## config.mk

```make
export PLATFORM = sky130hd
export DESIGN_NAME = fb_burst_arbiter
export DESIGN_NICKNAME = d
export VERILOG_FILES = /design/src/rtl/fb_arb_pkg.sv /design/src/rtl/fb_offset_track.sv /design/src/rtl/fb_req_fsm.sv /design/src/rtl/fb_burst_arbiter.sv
export SDC_FILE = /design/constraint.sdc
export NUM_CORES = 1
export LEC_CHECK = 0
export CELL_PAD_IN_SITES_DETAIL_PLACEMENT = 1
export CELL_PAD_IN_SITES_GLOBAL_PLACEMENT = 1
export CORE_UTILIZATION = 25
export CTS_CLUSTER_DIAMETER = 40
export DETAILED_ROUTE_END_ITERATION = 10
export DONT_BUFFER_PORTS = 1
export PLACE_DENSITY = 0.59
export SYNTH_ARGS = -nofsm -noshare
export SYNTH_HDL_FRONTEND = slang
export SYNTH_SLANG_ARGS = --single-unit
```

## constraint.sdc

```tcl
create_clock -name clk -period 2.8 [get_ports clk]
set_input_delay 0.56 -clock clk [delete_from_list [all_inputs] [get_ports clk]]
set_output_delay 0.56 -clock clk [all_outputs]
set_load 0.02 [all_outputs]
```

## src/rtl/fb_arb_pkg.sv

```systemverilog
package fb_arb_pkg;
  typedef enum logic [1:0] {
    ST_IDLE = 2'd0,
    ST_REQ  = 2'd1,
    ST_BUSY = 2'd2
  } arb_state_t;

  localparam int unsigned DIR_WR = 0;
  localparam int unsigned DIR_RD = 1;
  localparam int unsigned NUM_DIR = 2;
endpackage

```

## src/rtl/fb_offset_track.sv

```systemverilog
module fb_offset_track #(
  parameter int unsigned OFS_W       = 20,
  parameter int unsigned BURST_LEN   = 256,
  parameter int unsigned FRAME_WORDS = 307200
) (
  input  logic             clk,
  input  logic             rst,
  input  logic             load,
  input  logic             step,
  output logic [OFS_W-1:0] ofs,
  output logic             frame_done
);
  localparam int unsigned SUM_W = OFS_W + 1;

  logic [SUM_W-1:0] adv;
  logic             wraps;

  assign adv   = {1'b0, ofs} + SUM_W'(BURST_LEN);
  assign wraps = (adv >= SUM_W'(FRAME_WORDS));

  always_ff @(posedge clk) begin
    if (rst) begin
      ofs        <= '0;
      frame_done <= 1'b0;
    end else begin
      frame_done <= 1'b0;
      if (load) begin
        ofs <= '0;
      end else if (step) begin
        if (wraps) begin
          ofs        <= '0;
          frame_done <= 1'b1;
        end else begin
          ofs <= adv[OFS_W-1:0];
        end
      end
    end
  end
endmodule

```

## src/rtl/fb_req_fsm.sv

```systemverilog
module fb_req_fsm
  import fb_arb_pkg::*;
#(
  parameter int unsigned ADDR_W = 22
) (
  input  logic              clk,
  input  logic              rst,
  input  logic              mem_ready,
  input  logic              wr_due,
  input  logic              rd_due,
  input  logic [ADDR_W-1:0] wr_addr,
  input  logic [ADDR_W-1:0] rd_addr,
  input  logic              req_ack,
  input  logic              burst_done,
  output logic              req_valid,
  output logic              req_is_write,
  output logic [ADDR_W-1:0] req_addr,
  output logic              in_burst,
  output logic              step_wr,
  output logic              step_rd
);
  arb_state_t state;

  always_ff @(posedge clk) begin
    if (rst) begin
      state        <= ST_IDLE;
      req_valid    <= 1'b0;
      req_is_write <= 1'b0;
      req_addr     <= '0;
    end else begin
      case (state)
        ST_IDLE: begin
          if (mem_ready && (wr_due || rd_due)) begin
            req_valid    <= 1'b1;
            req_is_write <= wr_due;
            req_addr     <= wr_due ? wr_addr : rd_addr;
            state        <= ST_REQ;
          end
        end
        ST_REQ: begin
          if (req_ack) begin
            req_valid <= 1'b0;
            state     <= ST_BUSY;
          end
        end
        ST_BUSY: begin
          if (burst_done) state <= ST_IDLE;
        end
        default: state <= ST_IDLE;
      endcase
    end
  end

  assign in_burst = (state == ST_BUSY);
  assign step_wr  = in_burst && burst_done && req_is_write;
  assign step_rd  = in_burst && burst_done && !req_is_write;
endmodule

```

## src/rtl/fb_burst_arbiter.sv

```systemverilog
module fb_burst_arbiter
  import fb_arb_pkg::*;
#(
  parameter int unsigned LEVEL_W     = 10,
  parameter int unsigned BANK_W      = 2,
  parameter int unsigned OFS_W       = 20,
  parameter int unsigned BURST_LEN   = 256,
  parameter int unsigned FRAME_WORDS = 307200,
  parameter int unsigned WR_THRESH   = 8,
  parameter int unsigned RD_THRESH   = 8,
  localparam int unsigned ADDR_W     = BANK_W + OFS_W,
  localparam int unsigned LEN_W      = $clog2(BURST_LEN + 1)
) (
  input  logic               clk,
  input  logic               rst,
  input  logic               mem_ready,
  input  logic [LEVEL_W-1:0] wr_level,
  input  logic [LEVEL_W-1:0] rd_level,
  input  logic [BANK_W-1:0]  wr_bank,
  input  logic [BANK_W-1:0]  rd_bank,
  input  logic               wr_load,
  input  logic               rd_load,
  output logic               req_valid,
  output logic               req_is_write,
  output logic [ADDR_W-1:0]  req_addr,
  output logic [LEN_W-1:0]   req_len,
  input  logic               req_ack,
  input  logic               mem_beat,
  input  logic               burst_done,
  output logic               wfifo_rd_en,
  output logic               rfifo_wr_en,
  output logic               frame_wr_done,
  output logic               frame_rd_done
);
  logic [OFS_W-1:0] ofs   [NUM_DIR];
  logic             fdone [NUM_DIR];
  logic             load  [NUM_DIR];
  logic             step  [NUM_DIR];
  logic             in_burst;
  logic             wr_due, rd_due;

  assign load[DIR_WR] = wr_load;
  assign load[DIR_RD] = rd_load;

  generate
    for (genvar d = 0; d < NUM_DIR; d++) begin : g_dir
      fb_offset_track #(
        .OFS_W      (OFS_W),
        .BURST_LEN  (BURST_LEN),
        .FRAME_WORDS(FRAME_WORDS)
      ) u_track (
        .clk       (clk),
        .rst       (rst),
        .load      (load[d]),
        .step      (step[d]),
        .ofs       (ofs[d]),
        .frame_done(fdone[d])
      );
    end
  endgenerate

  assign wr_due = (wr_level >= LEVEL_W'(WR_THRESH));
  assign rd_due = (rd_level <= LEVEL_W'(RD_THRESH));

  fb_req_fsm #(
    .ADDR_W(ADDR_W)
  ) u_fsm (
    .clk         (clk),
    .rst         (rst),
    .mem_ready   (mem_ready),
    .wr_due      (wr_due),
    .rd_due      (rd_due),
    .wr_addr     ({wr_bank, ofs[DIR_WR]}),
    .rd_addr     ({rd_bank, ofs[DIR_RD]}),
    .req_ack     (req_ack),
    .burst_done  (burst_done),
    .req_valid   (req_valid),
    .req_is_write(req_is_write),
    .req_addr    (req_addr),
    .in_burst    (in_burst),
    .step_wr     (step[DIR_WR]),
    .step_rd     (step[DIR_RD])
  );

  assign req_len       = LEN_W'(BURST_LEN);
  assign wfifo_rd_en   = mem_beat && in_burst && req_is_write;
  assign rfifo_wr_en   = mem_beat && in_burst && !req_is_write;
  assign frame_wr_done = fdone[DIR_WR];
  assign frame_rd_done = fdone[DIR_RD];
endmodule

```

# Yosys cells after proc, flatten, opt, wreduce, memory -nomap -nowiden
# Index checks and enable logic that the tools add are counted.
word_totals:
  register_bits: 68
  latch_bits: 0
  mem_bits_rw: 0
  rom_bits: 0
  input_bits: 32
  output_inout_bits: 37
  n_memories: 0
classes:
  add_sub_neg: 2
  mul: 0
  n_div: 0
  order_cmp: 4
  eq_ne: 5
  shift: 0
  muxes: 12
  n_bitwise: 2
  n_reduce_logical: 18
ops:
  columns: ["operator", "n"]
  rows:
  - ["20-bit by 9-bit adder with 21-bit output (second input constant)", 2]
  - ["21-bit by 19-bit greater-or-equal comparator with 1-bit output (second input constant)", 2]
  - ["20-bit two-way mux", 2]
  - ["22-bit two-way mux", 1]
  - ["10-bit by 4-bit greater-or-equal comparator with 1-bit output (second input constant)", 1]
  - ["10-bit by 4-bit less-or-equal comparator with 1-bit output (second input constant)", 1]
  - ["1-bit logical AND", 7]
  - ["2-bit two-way mux", 3]
  - ["2-bit one-hot mux with 3 select lines", 1]
  - ["3-bit AND reduction", 2]
  - ["3-bit OR reduction", 2]
  - ["1-bit two-way mux", 4]
  - ["2-bit inequality test (second input constant)", 2]
  - ["2-bit OR reduction", 2]
  - ["2-bit by 1-bit equality test with 1-bit output (second input constant)", 1]
  - ["2-bit equality test (second input constant)", 1]
  - ["2-bit zero test", 1]
  - ["2-bit by 1-bit inequality test with 1-bit output (second input constant)", 1]
  - ["1-bit inverter", 2]
  - ["1-bit one-hot mux with 2 select lines", 1]
  - ["2-bit AND reduction", 1]
  - ["2-bit nonzero test", 1]
  - ["1-bit zero test", 1]
  - ["1-bit logical OR", 1]

# Longest topological paths before layout
# Gate-level depths: netlist of run 1.
logic_depth:
  depth_word: 5
  ltp_mapped: 10
  ltp_nobuf: 8

# Modules after synthesis
# From an unflattened synthesis of run 1, not the netlist that was laid out.
unflattened:
  cells_unflattened: 380
  area_unflattened_um2: 3220.6
by_module_without_submodules:
  columns: ["module", "n_inst", "cells_per_inst", "area_each_um2", "seq_area_each_um2"]
  rows:
  - ["fb_offset_track", 2, 105, 859.6, 260.2]
  - ["fb_req_fsm", 1, 150, 1368.8, 520.5]
  - ["fb_burst_arbiter", 1, 20, 132.6, 0.0]

# Worst setup path after synthesis of run 1
# OpenSTA, ideal clock, no wires.
synth_timing:
  kind: "reg-to-reg"
  start: "reg g_dir[1].u_track.ofs[8]"
  end: "reg g_dir[1].u_track.ofs[13]"
  setup_ns: 0.070
  t_arrival_ns: 1.954
  required_time_ns: 2.730
  path_slack_ns: 0.776
  path_stages_with_launch: 11
  n_path_buf: 2
  cell_sequence: "dfxtp_1 > ha_1 > buf_4 > nand4_2 > nor3_2 > a2bb2oi_1 > a22oi_1 > o21a_2 > buf_4 > o21ai_0 > a21oi_1"
synth_between:
  elab_chain_len: 3
synth_rtl:
  columns: ["element", "line", "rtl"]
  rows:
  - ["start: declaration", "fb_offset_track.sv:10", "output logic [OFS_W-1:0] ofs,"]
  - ["start signal: assignment", "fb_offset_track.sv:34", "ofs <= adv[OFS_W-1:0];"]
  - ["20-bit by 9-bit adder with 21-bit output (*)", "fb_offset_track.sv:18", "assign adv = {1'b0, ofs} + SUM_W'(BURST_LEN);"]
  - ["21-bit by 19-bit greater-or-equal comparator with 1-bit output", "fb_offset_track.sv:19", "assign wraps = (adv >= SUM_W'(FRAME_WORDS));"]
  - ["20-bit two-way mux (*)", "fb_offset_track.sv:30", "if (wraps) begin"]
# Every way passes the cells marked *; elsewhere a longest branch is shown, timed or not.
# A chain may end at the register's enable or synchronous reset.

# Final worst setup path of run 1
layout_timing:
  start: "reg g_dir[1].u_track.ofs[8]"
  end: "reg g_dir[1].u_track.ofs[16]"
# Same word-level chain as after synthesis.

==> results.toml, run 1 <==
[status]
status = "complete, no violations"

[logic_synthesis]
synth_flop_cell = "dfxtp_1"
synth-seq-cells = 44
ys_types = 53
synth_compound_area_frac = 0.201
synth_edf_count = 0
yosys_warnings = 0
ys_seq_area_frac = 0.313
yosys.area_share.simple = 0.289
synthAdderAreaFrac = 0.0178
synth_xor_area_frac = 0.00622
synth_area_mm2 = 0.00282
synth_top_family_by_area = "simple AND/OR/NAND/NOR gates"
synthCells = 351
synthArstFlopShare = 0
syn_area_per_cell_um2 = 8.02
synth_mux_area_frac = 0.0498

[sta]
final.setup_skew_ps = 14.3
fmaxAchievable_ghz = 0.410
relSlewSlack = 0.654
rsz0062_at_grt = "no"
worst_pin_slew_ps = 516
fin_crit_sh = 0.872
slew_viol_final = 0
period_minus_slack_ps = 2440
holdWs_ps = 313
fin_setup_tns_ps = 0
hold_violations = 0
setup_viol = 0

[drt]
ant_nets = 0
viasPerCell = 5.06
drt_wl_total_um = 7360
vias = 2403
wire_per_inst_um = 15.5
drc_errors = 0
dr.pass1.iters = 4
drt-initial-drc-count = 88

[finish]
drive_gt1_frac = 0.125
final_common_cell = "dfxtp_1"
antenna_cells = 0
area_growth_pct = 1.47
fin_cells = 475
layout_common_cells = "dfxtp_1, nand2_1, nor2_1"
final_util = 0.262
finalNetCount = 370

[critical_path]
cpPeakStageDelay_ps = 410
startpoint_type = "flop"
critPathCaptureType = "flop"
path_max_fanout = 14
critPathTopFamily = "compound AO/OA/AOI/OAI gates"
worstPathArrival_ps = 2680
critPathSlowestCell = "dfxtp_1"
cp_cell_sequence = "ha_1, buf_4, nor2b_1, o311ai_1, o221ai_1, a22oi_1, o21a_2, o21ai_0, a21oi_1"
crit_required_ps = 3040
critPathBufInv = 1
worstSetupPathType = "flop to flop"

[floorplanning]
die_area_mm2 = 0.0117
fp.coreArea_mm2 = 0.0109
rows = 38
start_util = 0.259
ios = 69
die_x_um = 108
die_y_um = 108

[job]
cap_violations = 0

[global_routing]
antenna_found_initial = 0
grt_max_degree = 30
grt_pass1_vias = 2421
grt.total_usage = 0.131
grt_overflow = 0
grt_pass1_wl_um = 12000

[clock_network]
clkSinkCount = 44
h-tree-depth = 2
cts_buffer_depth = 2
cts_buffers = 5
cts_setup_buffers = 0
cts_tree = "yes"
clockRootBuffer = "clkbuf_8"
clk_pin_slew_ps = 100
ctsResizeCount = 0
clock_latency_ps = 310
ctsHoldBuffers = 0

[place]
dp_cells = 467
io_buffers = 0
gp_congestion = 0.782
dp_hpwl_um = 5160

[hold_path]
hp-class = "primary input to flop"

[power_and_ir_drop]
p_leak_uw = 0.000986
power_uw = 1210
p_per_area_mw_per_mm2 = 423
vdd_ir_drop_max_v = 0.000184
[final timing paths]
path,startpoint,endpoint,slack (ps),depth (start not counted)
worst min-delay path,rst,u_fsm.req_addr[17],310,1
worst max register to register,g_dir[1].u_track.ofs[8],g_dir[1].u_track.ofs[16],360,9
worst max-delay path,g_dir[1].u_track.ofs[8],g_dir[1].u_track.ofs[16],360,9
worst min register to register,g_dir[1].u_track.ofs[19],g_dir[1].u_track.ofs[19],520,1
[metal layers]
metal | routed length [um] | track usage | vias to the layer above | part of all wire
met2 | 3220 | 0.214 | 72 | 0.44
met5 | 0 | 0 | - | 0
met4 | 59 | 0.0352 | 0 | 0.0080
li1 | - | - | 1186 | -
met1 | 3630 | 0.172 | 1141 | 0.49
met3 | 447 | 0.0307 | 4 | 0.061
[final cells by class]
cell class | count | area (um^2)
clock buffer | 7 | 86.3
clock inverter | 1 | 7.51
fill | 1317 | 8030
inverter | 3 | 11.3
multi-input combinational | 274 | 1650
sequential | 44 | 881
tap | 140 | 175
timing repair buffer | 6 | 45.0
[logic make-up after synthesis]
| group | count (synthesis) |
|---|---|
| xor+xnor | 2 |
| mux | 14 |
| compound gates | 79 |
| buf+inv | 48 |
| other cells | 2 |
| fa+ha+maj | 4 |
| simple gates | 158 |
| flops | 44 |
[flip-flops by register name, indices dropped and copies added (netlist names)]
signal                    count
g_dir.u_track.frame_done      2
g_dir.u_track.ofs            24
u_fsm.req_addr               14
u_fsm.req_is_write            1
u_fsm.req_valid               1
u_fsm.state                   2
[stage by stage]
| step | instance area, um^2 | worst slack, ps |
|---|---|---|
| 6_report | 2860 | 359 |
| 4_1_cts | 2860 | 364 |
| 3_3_place_gp | 2760 | 448 |
| 2_1_floorplan | 2870 | 776 |
| 3_5_place_dp | 2760 | 387 |
| 5_1_grt | 2860 | 127 |
[cell usage after synthesis (6+ instances only)]
library cell	n	area, um^2
nand2_1	43	161
nor4_1	9	56.3
nand3_1	17	85.1
buf_2	8	40.0
clkbuf_1	6	22.5
nor3_1	15	75.1
and3_1	7	43.8
o21ai_2	7	61.3
mux2i_1	14	140
a21oi_1	14	70.1
a31oi_1	6	37.5
nor2b_1	7	43.8
nor2_1	32	120
o21ai_0	9	45.0
a211oi_1	15	113
a21oi_2	8	70.1
dfxtp_1	44	881
buf_4	22	165
[power breakdown]
group          internal (uW)  switching, uW  leakage (uW)
registers                647           40.0      0.000358
logic                   24.1           61.1      0.000583
clock network            201            237     0.0000445
No activity file was read; power rests on OpenSTA's default activity.
==> run 2: changes to the inputs <==
- CORE_ASPECT_RATIO: not set -> 0.75
- SYNTH_HIERARCHICAL: not set -> 1
==> results.toml, run 2 <==
[power_and_ir_drop]
power_uw = 1730
p_leak_uw = 0.00122
clkPwrFrac = 0.440
power_frac_seq = 0.481
p_int_uw = 1290
vdd_ir_drop_max_v = 0.000242
pwr-share-comb = 0.079
p_per_area_mw_per_mm2 = 505
switching_share = 0.252
p_sw_uw = 437

[place]
gp_congestion = 0.828
dpl_cell_area_mm2 = 0.00324
io_buffers = 0
dp_hpwl_um = 6310

[logic_synthesis]
synthCells = 380
synthArstFlopShare = 0
ys_types = 48
yosysTopAreaCellShare = 0.323
synth_edf_count = 0
synth.most_common_cell = "dfxtp_1"
synth_flop_cell = "dfxtp_1"
syn_area_per_cell_um2 = 8.48
synthTopCellsByCount = "dfxtp_1, nand2_1, buf_4"
synth_area_mm2 = 0.00322
synth_largest_area_cell = "dfxtp_1"
ys_seq_area_frac = 0.323
yosys_warnings = 6
synth_area_leaders = "dfxtp_1, buf_4, mux2_1"
synth-seq-cells = 52

[critical_path]
worstPathArrival_ps = 2580
critPathBufInv = 1
reg2reg_from = "g_dir[0].u_track/ofs[8]"
crit_path_frequent_cell = "nand3_1"
startpoint_type = "flop"
critPathSlowestCell = "dfxtp_1"
crit_required_ps = 2970
reg2reg_setup_slack_ps = 390
critPathLaunch = "g_dir[0].u_track/ofs[8]"
cp_cell_sequence = "ha_1, nand3_1, o21ai_0, nand3_1, o31ai_1, buf_4, nor3_1"
critPathTopFamily = "compound AO/OA/AOI/OAI gates"
cpPeakStageDelay_ps = 520
path_max_fanout = 8
worstSetupPathType = "flop to flop"
critPathCaptureType = "flop"

[sta]
slew_viol_final = 0
worst_pin_slew_ps = 765
period_minus_slack_ps = 2410
fin_setup_tns_ps = 0
hold_violations = 0
final.setup_skew_ps = 4.46
setup_viol = 0
fin_crit_sh = 0.861
relSlewSlack = 0.488
rsz0062_at_grt = "no"
fmaxAchievable_ghz = 0.415

[finish]
area_growth_pct = 6.37
finalNetCount = 403
largest_register_ffs = 24
postLayoutCellArea_mm2 = 0.00343
antenna_cells = 0
layout_common_cells = "dfxtp_1, nand2_1, inv_1"
fillers = 1477
final_common_cell = "dfxtp_1"
regMostFlops = "g_dir.u_track/ofs"
drive_gt1_frac = 0.106
top_regs = "g_dir.u_track/ofs: 24 flops, u_fsm/req_addr: 22 flops"

[floorplanning]
fp.coreArea_mm2 = 0.0124
ios = 69
die_area_mm2 = 0.0133
start_util = 0.259
die_x_um = 133
die_y_um = 100
rows = 35

[clock_network]
cts_buffer_depth = 2
cts_tree = "yes"
h-tree-depth = 2
clockRootBuffer = "clkbuf_16"
cts_setup_buffers = 0
cts_buffers = 5
clock_latency_ps = 300
clk_pin_slew_ps = 70
ctsHoldBuffers = 0
ctsResizeCount = 0
clkSinkCount = 52

[drt]
drt_wl_total_um = 8660
wire_per_inst_um = 16.2
viasPerCell = 4.89
vias = 2610
drt-initial-drc-count = 80
ant_nets = 0
drc_errors = 0
dr.pass1.iters = 4

[status]
status = "complete, no violations"

[global_routing]
grt.total_usage = 0.139
grt_overflow = 0
grt_pass1_wl_um = 14300
antenna_found_initial = 0
grt_max_degree = 31
grt_pass1_vias = 2606

[hold_path]
holdCritStartpoint = "rd_load"
hp-class = "primary input to flop"

[job]
cap_violations = 0
run 2: logic make-up after synthesis:
group,after synthesis,synth area share
AND/OR/NAND/NOR,138,0.231
buffers and inverters,79,0.139
AO/OA/AOI/OAI,55,0.136
flip-flops,52,0.323
multiplexers,28,0.0960
XOR/XNOR,20,0.0544
adder cells (fa/ha/maj),4,0.0155
other,4,0.00466
run 2: final timing paths:
| check | cells after the start | end |
|---|---|---|
| max | 7 | g_dir[0].u_track/ofs[9] |
| max reg2reg | 7 | g_dir[0].u_track/ofs[9] |
| min | 1 | g_dir[1].u_track/ofs[19] |
| min reg2reg | 1 | g_dir[0].u_track/ofs[19] |
run 2: stage by stage:
stage / utilization / worst slack [ps] / hold WS [ps] / std cells
CTS: 0.275 / 432 / 310 / 534
detailed placement: 0.261 / 359 / 516 / 526
global route: 0.275 / 253 / 304 / 534
finish: 0.275 / 388 / 324 / 534
global placement: 0.261 / 428 / 513 / 526
floorplan: - / 497 / 489 / 401
run 2: power groups by stage:
stage | Sequential [uW] | Combinational (uW) | Clock, uW
after CTS | 833 | 137 | 795
after global routing | 837 | 154 | 829
after global placement | 849 | 132 | 0
after floorplan | 841 | 141 | 0
final | 832 | 137 | 762
after detailed placement | 850 | 136 | 0
run 2: layout make-up:
class / count / area [um^2] / area share
repair buffers: 11 / 82.6 / 0.0241
flip-flops and latches: 52 / 1040 / 0.304
clock inverters: 1 / 30.0 / 0.00877
well taps: 166 / 208 / 0.0606
multi-input cells: 270 / 1810 / 0.528
inverters: 27 / 101 / 0.0296
clock buffers: 7 / 153 / 0.0446
run 2: routing by layer:
layer | global-route usage | wire [um]
met4 | 0.0531 | 116
met3 | 0.0303 | 414
met5 | 0 | 0
met2 | 0.203 | 3720
met1 | 0.199 | 4410
run 2: worst register-to-register path: stages, from the launching register on:
cell	delay (ps)
dfxtp_1	520
ha_1	350
nand3_1	200
o21ai_0	290
nand3_1	120
o31ai_1	500
buf_4	240
nor3_1	50
